--- src/rtl/vtx_pkg.sv ---
package vtx_pkg;

  localparam int NFMT = 4;
  localparam logic [7:0] LVL_C = 8'h80;
  localparam logic [7:0] LVL_Y = 8'h10;

  // protected status word of a timing code
  function automatic logic [7:0] trs_xy(input logic f, input logic v, input logic h);
    return {1'b1, f, v, h, v ^ h, f ^ h, f ^ v, f ^ v ^ h};
  endfunction

  // word of a four-word timing code at position pos
  function automatic logic [7:0] code_word(input logic [1:0] pos, input logic f,
                                           input logic v, input logic h);
    logic [7:0] w;
    case (pos)
      2'd0:    w = 8'hFF;
      2'd1:    w = 8'h00;
      2'd2:    w = 8'h00;
      default: w = trs_xy(f, v, h);
    endcase
    return w;
  endfunction

  // keep data out of the reserved code values
  function automatic logic [7:0] clip_smp(input logic [7:0] s);
    logic [7:0] r;
    if (s == 8'h00)      r = 8'h01;
    else if (s == 8'hFF) r = 8'hFE;
    else                 r = s;
    return r;
  endfunction

endpackage

--- src/rtl/vtx_timing.sv ---
module vtx_timing import vtx_pkg::*; #(
  parameter int unsigned H_ACT  [NFMT] = '{720, 720, 1920, 1920},
  parameter int unsigned H_BLK  [NFMT] = '{138, 144, 280, 720},
  parameter int unsigned V_BLK1 [NFMT] = '{22, 24, 22, 22},
  parameter int unsigned V_ACT  [NFMT] = '{240, 288, 540, 540},
  parameter int unsigned V_BLK2 [NFMT] = '{23, 25, 23, 23},
  parameter int HW = 13,
  parameter int LW = 11
) (
  input  logic          clk,
  input  logic          rst,
  input  logic [1:0]    fmt_sel,
  input  logic          wide_sel,
  output logic [1:0]    cur_fmt,
  output logic          cur_wide,
  output logic [HW-1:0] h_cnt,
  output logic [HW-1:0] blk_words,
  output logic [LW-1:0] line_cnt,
  output logic          f_bit,
  output logic          v_bit,
  output logic          frame_wrap
);

  // per-format geometry tables
  logic [HW-1:0] blk_n  [NFMT];
  logic [HW-1:0] blk_w  [NFMT];
  logic [HW-1:0] len_n  [NFMT];
  logic [HW-1:0] len_w  [NFMT];
  logic [LW-1:0] act1_ln[NFMT];
  logic [LW-1:0] fld2_ln[NFMT];
  logic [LW-1:0] act2_ln[NFMT];
  logic [LW-1:0] last_ln[NFMT];

  for (genvar g = 0; g < NFMT; g++) begin : g_fmt
    assign blk_n[g]   = HW'(2 * H_BLK[g]);
    assign blk_w[g]   = HW'(H_BLK[g]);
    assign len_n[g]   = HW'(2 * (H_ACT[g] + H_BLK[g]));
    assign len_w[g]   = HW'(H_ACT[g] + H_BLK[g]);
    assign act1_ln[g] = LW'(V_BLK1[g]);
    assign fld2_ln[g] = LW'(V_BLK1[g] + V_ACT[g]);
    assign act2_ln[g] = LW'(V_BLK1[g] + V_ACT[g] + V_BLK2[g]);
    assign last_ln[g] = LW'(V_BLK1[g] + 2 * V_ACT[g] + V_BLK2[g] - 1);
  end

  logic [HW-1:0] line_len;
  logic          line_end;

  always_comb begin
    blk_words = cur_wide ? blk_w[cur_fmt] : blk_n[cur_fmt];
    line_len  = cur_wide ? len_w[cur_fmt] : len_n[cur_fmt];
    line_end  = (h_cnt == line_len - HW'(1));
    frame_wrap = line_end && (line_cnt == last_ln[cur_fmt]);
    f_bit     = (line_cnt >= fld2_ln[cur_fmt]);
    v_bit     = (line_cnt < act1_ln[cur_fmt]) ||
                ((line_cnt >= fld2_ln[cur_fmt]) && (line_cnt < act2_ln[cur_fmt]));
  end

  always_ff @(posedge clk) begin
    if (rst) begin
      h_cnt    <= '0;
      line_cnt <= '0;
      cur_fmt  <= 2'd0;
      cur_wide <= 1'b0;
    end else if (frame_wrap) begin
      h_cnt    <= '0;
      line_cnt <= '0;
      cur_fmt  <= fmt_sel;
      cur_wide <= wide_sel;
    end else if (line_end) begin
      h_cnt    <= '0;
      line_cnt <= line_cnt + LW'(1);
    end else begin
      h_cnt    <= h_cnt + HW'(1);
    end
  end

endmodule

--- src/rtl/vtx_mux.sv ---
module vtx_mux import vtx_pkg::*; #(
  parameter int HW = 13,
  parameter bit SYNC_EN = 1'b1
) (
  input  logic          clk,
  input  logic          rst,
  input  logic          cur_wide,
  input  logic [HW-1:0] h_cnt,
  input  logic [HW-1:0] blk_words,
  input  logic          f_bit,
  input  logic          v_bit,
  input  logic [7:0]    px_y,
  input  logic [7:0]    px_c,
  output logic          px_req,
  output logic          code_slot,
  output logic [1:0]    code_pos,
  output logic          act_slot,
  output logic [15:0]   vid_q,
  output logic          hs_q,
  output logic          vs_q
);

  logic          in_eav;
  logic          in_sav;
  logic [HW-1:0] sav_base;
  logic [HW-1:0] sav_off;
  logic [HW-1:0] act_idx;
  logic          live;
  logic [7:0]    cw;
  logic [7:0]    y_hold;

  always_comb begin
    sav_base  = blk_words - HW'(4);
    sav_off   = h_cnt - sav_base;
    act_idx   = h_cnt - blk_words;
    in_eav    = (h_cnt < HW'(4));
    in_sav    = (h_cnt >= sav_base) && (h_cnt < blk_words);
    code_slot = in_eav || in_sav;
    code_pos  = in_eav ? h_cnt[1:0] : sav_off[1:0];
    act_slot  = (h_cnt >= blk_words);
    live      = act_slot && !v_bit;
    px_req    = live && (cur_wide || !act_idx[0]);
    cw        = code_word(code_pos, f_bit, v_bit, in_eav);
  end

  always_ff @(posedge clk) begin
    if (rst) begin
      vid_q  <= '0;
      y_hold <= '0;
    end else if (code_slot) begin
      vid_q <= cur_wide ? {cw, cw} : {8'h00, cw};
    end else if (live) begin
      if (cur_wide) begin
        vid_q <= {clip_smp(px_y), clip_smp(px_c)};
      end else if (!act_idx[0]) begin
        vid_q  <= {8'h00, clip_smp(px_c)};
        y_hold <= px_y;
      end else begin
        vid_q <= {8'h00, clip_smp(y_hold)};
      end
    end else begin
      vid_q <= cur_wide ? {LVL_Y, LVL_C} : {8'h00, (h_cnt[0] ? LVL_Y : LVL_C)};
    end
  end

  if (SYNC_EN) begin : g_sync
    always_ff @(posedge clk) begin
      if (rst) begin
        hs_q <= 1'b0;
        vs_q <= 1'b0;
      end else begin
        hs_q <= !act_slot;
        vs_q <= v_bit;
      end
    end
  end else begin : g_nosync
    assign hs_q = 1'b0;
    assign vs_q = 1'b0;
  end

endmodule

--- src/rtl/ilace_vid_tx.sv ---
module ilace_vid_tx import vtx_pkg::*; #(
  parameter int unsigned H_ACT  [NFMT] = '{720, 720, 1920, 1920},
  parameter int unsigned H_BLK  [NFMT] = '{138, 144, 280, 720},
  parameter int unsigned V_BLK1 [NFMT] = '{22, 24, 22, 22},
  parameter int unsigned V_ACT  [NFMT] = '{240, 288, 540, 540},
  parameter int unsigned V_BLK2 [NFMT] = '{23, 25, 23, 23},
  parameter bit SYNC_EN = 1'b1
) (
  input  logic        clk,
  input  logic        rst,
  input  logic [1:0]  fmt_sel,
  input  logic        wide_sel,
  input  logic [7:0]  px_y,
  input  logic [7:0]  px_c,
  output logic        px_req,
  output logic [15:0] vid_q,
  output logic        hs_q,
  output logic        vs_q
);

  function automatic int unsigned widest_line();
    int unsigned m = 0;
    for (int i = 0; i < NFMT; i++)
      if (2 * (H_ACT[i] + H_BLK[i]) > m) m = 2 * (H_ACT[i] + H_BLK[i]);
    return m;
  endfunction

  function automatic int unsigned tallest_frame();
    int unsigned m = 0;
    for (int i = 0; i < NFMT; i++)
      if (V_BLK1[i] + 2 * V_ACT[i] + V_BLK2[i] > m) m = V_BLK1[i] + 2 * V_ACT[i] + V_BLK2[i];
    return m;
  endfunction

  localparam int HW = $clog2(widest_line() + 1);
  localparam int LW = $clog2(tallest_frame() + 1);

  // named internal events
  logic [1:0]    cur_fmt;
  logic          cur_wide;
  logic [HW-1:0] h_cnt;
  logic [HW-1:0] blk_words;
  logic [LW-1:0] line_cnt;
  logic          f_bit;
  logic          blank_line;
  logic          frame_wrap;
  logic          code_slot;
  logic [1:0]    code_pos;
  logic          act_slot;

  vtx_timing #(
    .H_ACT(H_ACT), .H_BLK(H_BLK), .V_BLK1(V_BLK1), .V_ACT(V_ACT), .V_BLK2(V_BLK2),
    .HW(HW), .LW(LW)
  ) u_timing (
    .clk(clk), .rst(rst), .fmt_sel(fmt_sel), .wide_sel(wide_sel),
    .cur_fmt(cur_fmt), .cur_wide(cur_wide), .h_cnt(h_cnt), .blk_words(blk_words),
    .line_cnt(line_cnt), .f_bit(f_bit), .v_bit(blank_line), .frame_wrap(frame_wrap)
  );

  vtx_mux #(.HW(HW), .SYNC_EN(SYNC_EN)) u_mux (
    .clk(clk), .rst(rst), .cur_wide(cur_wide), .h_cnt(h_cnt), .blk_words(blk_words),
    .f_bit(f_bit), .v_bit(blank_line), .px_y(px_y), .px_c(px_c), .px_req(px_req),
    .code_slot(code_slot), .code_pos(code_pos), .act_slot(act_slot),
    .vid_q(vid_q), .hs_q(hs_q), .vs_q(vs_q)
  );

endmodule

--- config.mk ---
export PLATFORM = sky130hd
export DESIGN_NAME = ilace_vid_tx
export DESIGN_NICKNAME = d
export VERILOG_FILES = /design/src/rtl/vtx_pkg.sv /design/src/rtl/vtx_timing.sv /design/src/rtl/vtx_mux.sv /design/src/rtl/ilace_vid_tx.sv
export SDC_FILE = /design/constraint.sdc
export NUM_CORES = 1
export LEC_CHECK = 0
export ABC_AREA = 1
export BUFFER_PORTS_ARGS = -buffer_cell sky130_fd_sc_hd__buf_2
export CAP_MARGIN = 20
export CORE_MARGIN = 8
export CORE_UTILIZATION = 50
export CTS_CLUSTER_DIAMETER = 60
export CTS_CLUSTER_SIZE = 28
export DETAILED_ROUTE_END_ITERATION = 10
export HOLD_SLACK_MARGIN = 0.05
export PLACE_DENSITY = 0.76
export SLEW_MARGIN = 10
export SYNTH_ARGS = -nofsm -noshare
export SYNTH_HDL_FRONTEND = slang
export SYNTH_HIERARCHICAL = 1
export SYNTH_SLANG_ARGS = --single-unit
--- constraint.sdc ---
create_clock -name clk -period 3.6 [get_ports clk]
set_input_delay 0.36 -clock clk [delete_from_list [all_inputs] [get_ports clk]]
set_output_delay 0.36 -clock clk [all_outputs]
set_load 0.05 [all_outputs]
==> results.yml <==
run_status:
  status: "completed"
routing:
  vias_per_cell: 5.22
  drc: 0
  finalWirelength_um: 11600
  drt_iter0_markers: 439
  num_vias: 4649
  wire_per_inst_um: 13.0
  firstDrtPassIters: 5
  ant_nets: 0
sta:
  finalCritPeriodShare_pct: 89.9
  rsz0062_at_grt: "no"
  finalSetupViolCount: 0
  fin_skew_ns: 0.00908
  max_freq_ghz: 0.309
  tns_ns: 0
  fin_crit_ns: 3.24
  slew_viol_final: 0
  finalHoldViolations: 0
power_and_ir_drop:
  sw_frac_of_total_pct: 32.6
  cellInternalPower_mw: 0.812
  pwr-share-seq_pct: 50.8
  switchingPower_mw: 0.394
  power.share.combinational_pct: 19.4
  p_leak_nw: 2.50
  p_per_area_nw_per_um2: 239
  power_mw: 1.21
  peakVddDrop_mv: 0.186
  clkPwrFrac_pct: 29.8
finish:
  layout-drive-gt1-share_pct: 12.3
  fill_cells: 895
  layout_common_cells: "nand2_1 (187), inv_1 (108), nor2_1 (83)"
  final_common_cell: "nand2_1"
  synthToLayoutAreaGrowth_pct: 8.38
  fin_nets: 841
  diodes: 0
clock_tree:
  cts_max_level: 2
  insertion_delay_ns: 0.31
  clkTransAtPathRegs_ns: 0.11
  cts_buffers: 5
  holdBufCountCts: 0
  clock_path_buffers: 2
  cts_tree: "built"
  clockRootBuffer: "clkbuf_8"
  cts_sinks: 53
global_routing:
  use_met1_pct: 23.9
  antenna_found_initial: 0
  grt_max_degree: 21
  grtUsageMet3_pct: 2.95
  grt-busiest-layer: "met2"
  met2_usage_pct: 31.0
  grt_pass1_vias: 4359
  grt_pass1_wl_um: 20000
  grt-ovfl-total: 0
  grt_util_all_layers_pct: 18.6
floorplanning:
  core-area_um2: 9110
  fp.dieH_um: 112
  io_pins: 40
  die_w_um: 112
  initial_core_util_pct: 51.0
  die_area_um2: 12600
  rows: 35
placement:
  dp_hpwl_um: 9300
  portBuffers: 39
  routabilityCongestion: 0.981
critical_path:
  slowest_stage: "dfxtp_1"
  critPathRequiredTime_ns: 3.84
  cp_max_fo: 10
  rr_worst_depth: 22
  path_class: "reg2reg"
  path_common_cell: "nand2_1"
  crit_arrival_ns: 3.48
  end_kind: "flip-flop"
  crit_path_start_kind: "flip-flop"
  cp_slowest_stage_delay_ns: 0.40
  cp_cell_sequence: "inv_2 -> nand2_1 -> inv_1 -> inv_1 -> ha_1 -> nand3_1 -> nor3_2 -> nand2_1 -> nor2_1 -> nand3_1 -> xor2_1 -> ha_1 -> nand2_1 -> nor2_2 -> inv_1 -> nor2_1 -> nand2_1 -> nand2_4 -> nand2_4 -> nand2_4 -> nand3_2 -> a21oi_1"
logic_synthesis:
  avgSynthCellArea_um2: 6.26
  synth_warnings: 6
  netlist_area_um2: 4650
  synth_cells: 742
min_path:
  whs_path_depth: 3
  hp-class: "in2reg"
flow_run:
  maxCapViolations: 0
flip-flops by register name (all words and copies together), names as in the netlist:
| signal | flops |
|---|---|
| u_mux/hs_q | 1 |
| u_mux/vid_q | 16 |
| u_mux/vs_q | 1 |
| u_mux/y_hold | 8 |
| u_timing/cur_fmt | 2 |
| u_timing/cur_wide | 1 |
| u_timing/h_cnt | 13 |
| u_timing/line_cnt | 11 |
worst max-delay path: cells and delay by family (launching register included):
kind,cells,cell delay (ns)
flops,1,0.40
xor+xnor,1,0.15
compound gates,1,0.17
fa+ha+maj,2,0.49
buf+inv,4,0.31
simple gates,14,1.63
area by class of cell:
cell class	count	area, um2	share of cell area (%)
Multi-Input combinational cell	553	3020	59.9
Tap cell	111	139	2.76
Clock buffer	5	68.8	1.37
Inverter	117	439	8.72
Clock inverter	3	25.0	0.497
Sequential cell	53	1060	21.1
Timing Repair Buffer	49	283	5.62
routing by layer:
| metal | vias up | wire length, um | share of wire (%) |
|---|---|---|---|
| met3 | 19 | 742 | 6.4 |
| met1 | 2045 | 5270 | 45 |
| met5 | - | 0 | 0 |
| li1 | 2437 | - | - |
| met2 | 148 | 5320 | 46 |
| met4 | 0 | 253 | 2.2 |
final timing paths:
| check | slack [ns] | startpoint | endpoint |
|---|---|---|---|
| hold / removal | 0.31 | fmt_sel[1] | u_timing/cur_fmt[1]$_SDFFE_PP0P_ |
| setup reg to reg | 0.36 | u_timing/cur_wide$_SDFFE_PP0P_ | u_mux/vid_q[3]$_SDFF_PP0_ |
| setup / recovery | 0.36 | u_timing/cur_wide$_SDFFE_PP0P_ | u_mux/vid_q[3]$_SDFF_PP0_ |
| hold reg to reg | 0.51 | u_timing/line_cnt[1]$_SDFFE_PP0P_ | u_timing/line_cnt[1]$_SDFFE_PP0P_ |
power by group through the flow:
stage / combinational (mW) / sequential, mW / clock, mW
CTS: 0.230 / 0.614 / 0.374
floorplan: 0.121 / 0.681 / 0
detailed placement: 0.229 / 0.627 / 0
global placement: 0.226 / 0.627 / 0
global route: 0.257 / 0.615 / 0.387
finish: 0.234 / 0.613 / 0.359
stage by stage:
step / hold WS [ns] / cells / instance area [um2] / utilization (%) / setup WS [ns]
2_1_floorplan: 0.467 / 744 / 4650 / - / 0.387
3_3_place_gp: 0.487 / 882 / 4910 / 53.9 / 0.251
3_5_place_dp: 0.499 / 882 / 4910 / 53.9 / 0.159
4_1_cts: 0.302 / 890 / 5000 / 54.9 / 0.108
5_1_grt: 0.320 / 891 / 5030 / 55.3 / 0.0158
6_report: 0.314 / 891 / 5030 / 55.3 / 0.363
what timing repair did:
| action | in CTS | in global routing |
|---|---|---|
| setup endpoints to repair | 0 | 24 |
| setup buffers | 0 | 1 |
| gates resized for setup | 0 | 5 |
Power figures use the tool's default switching activity.
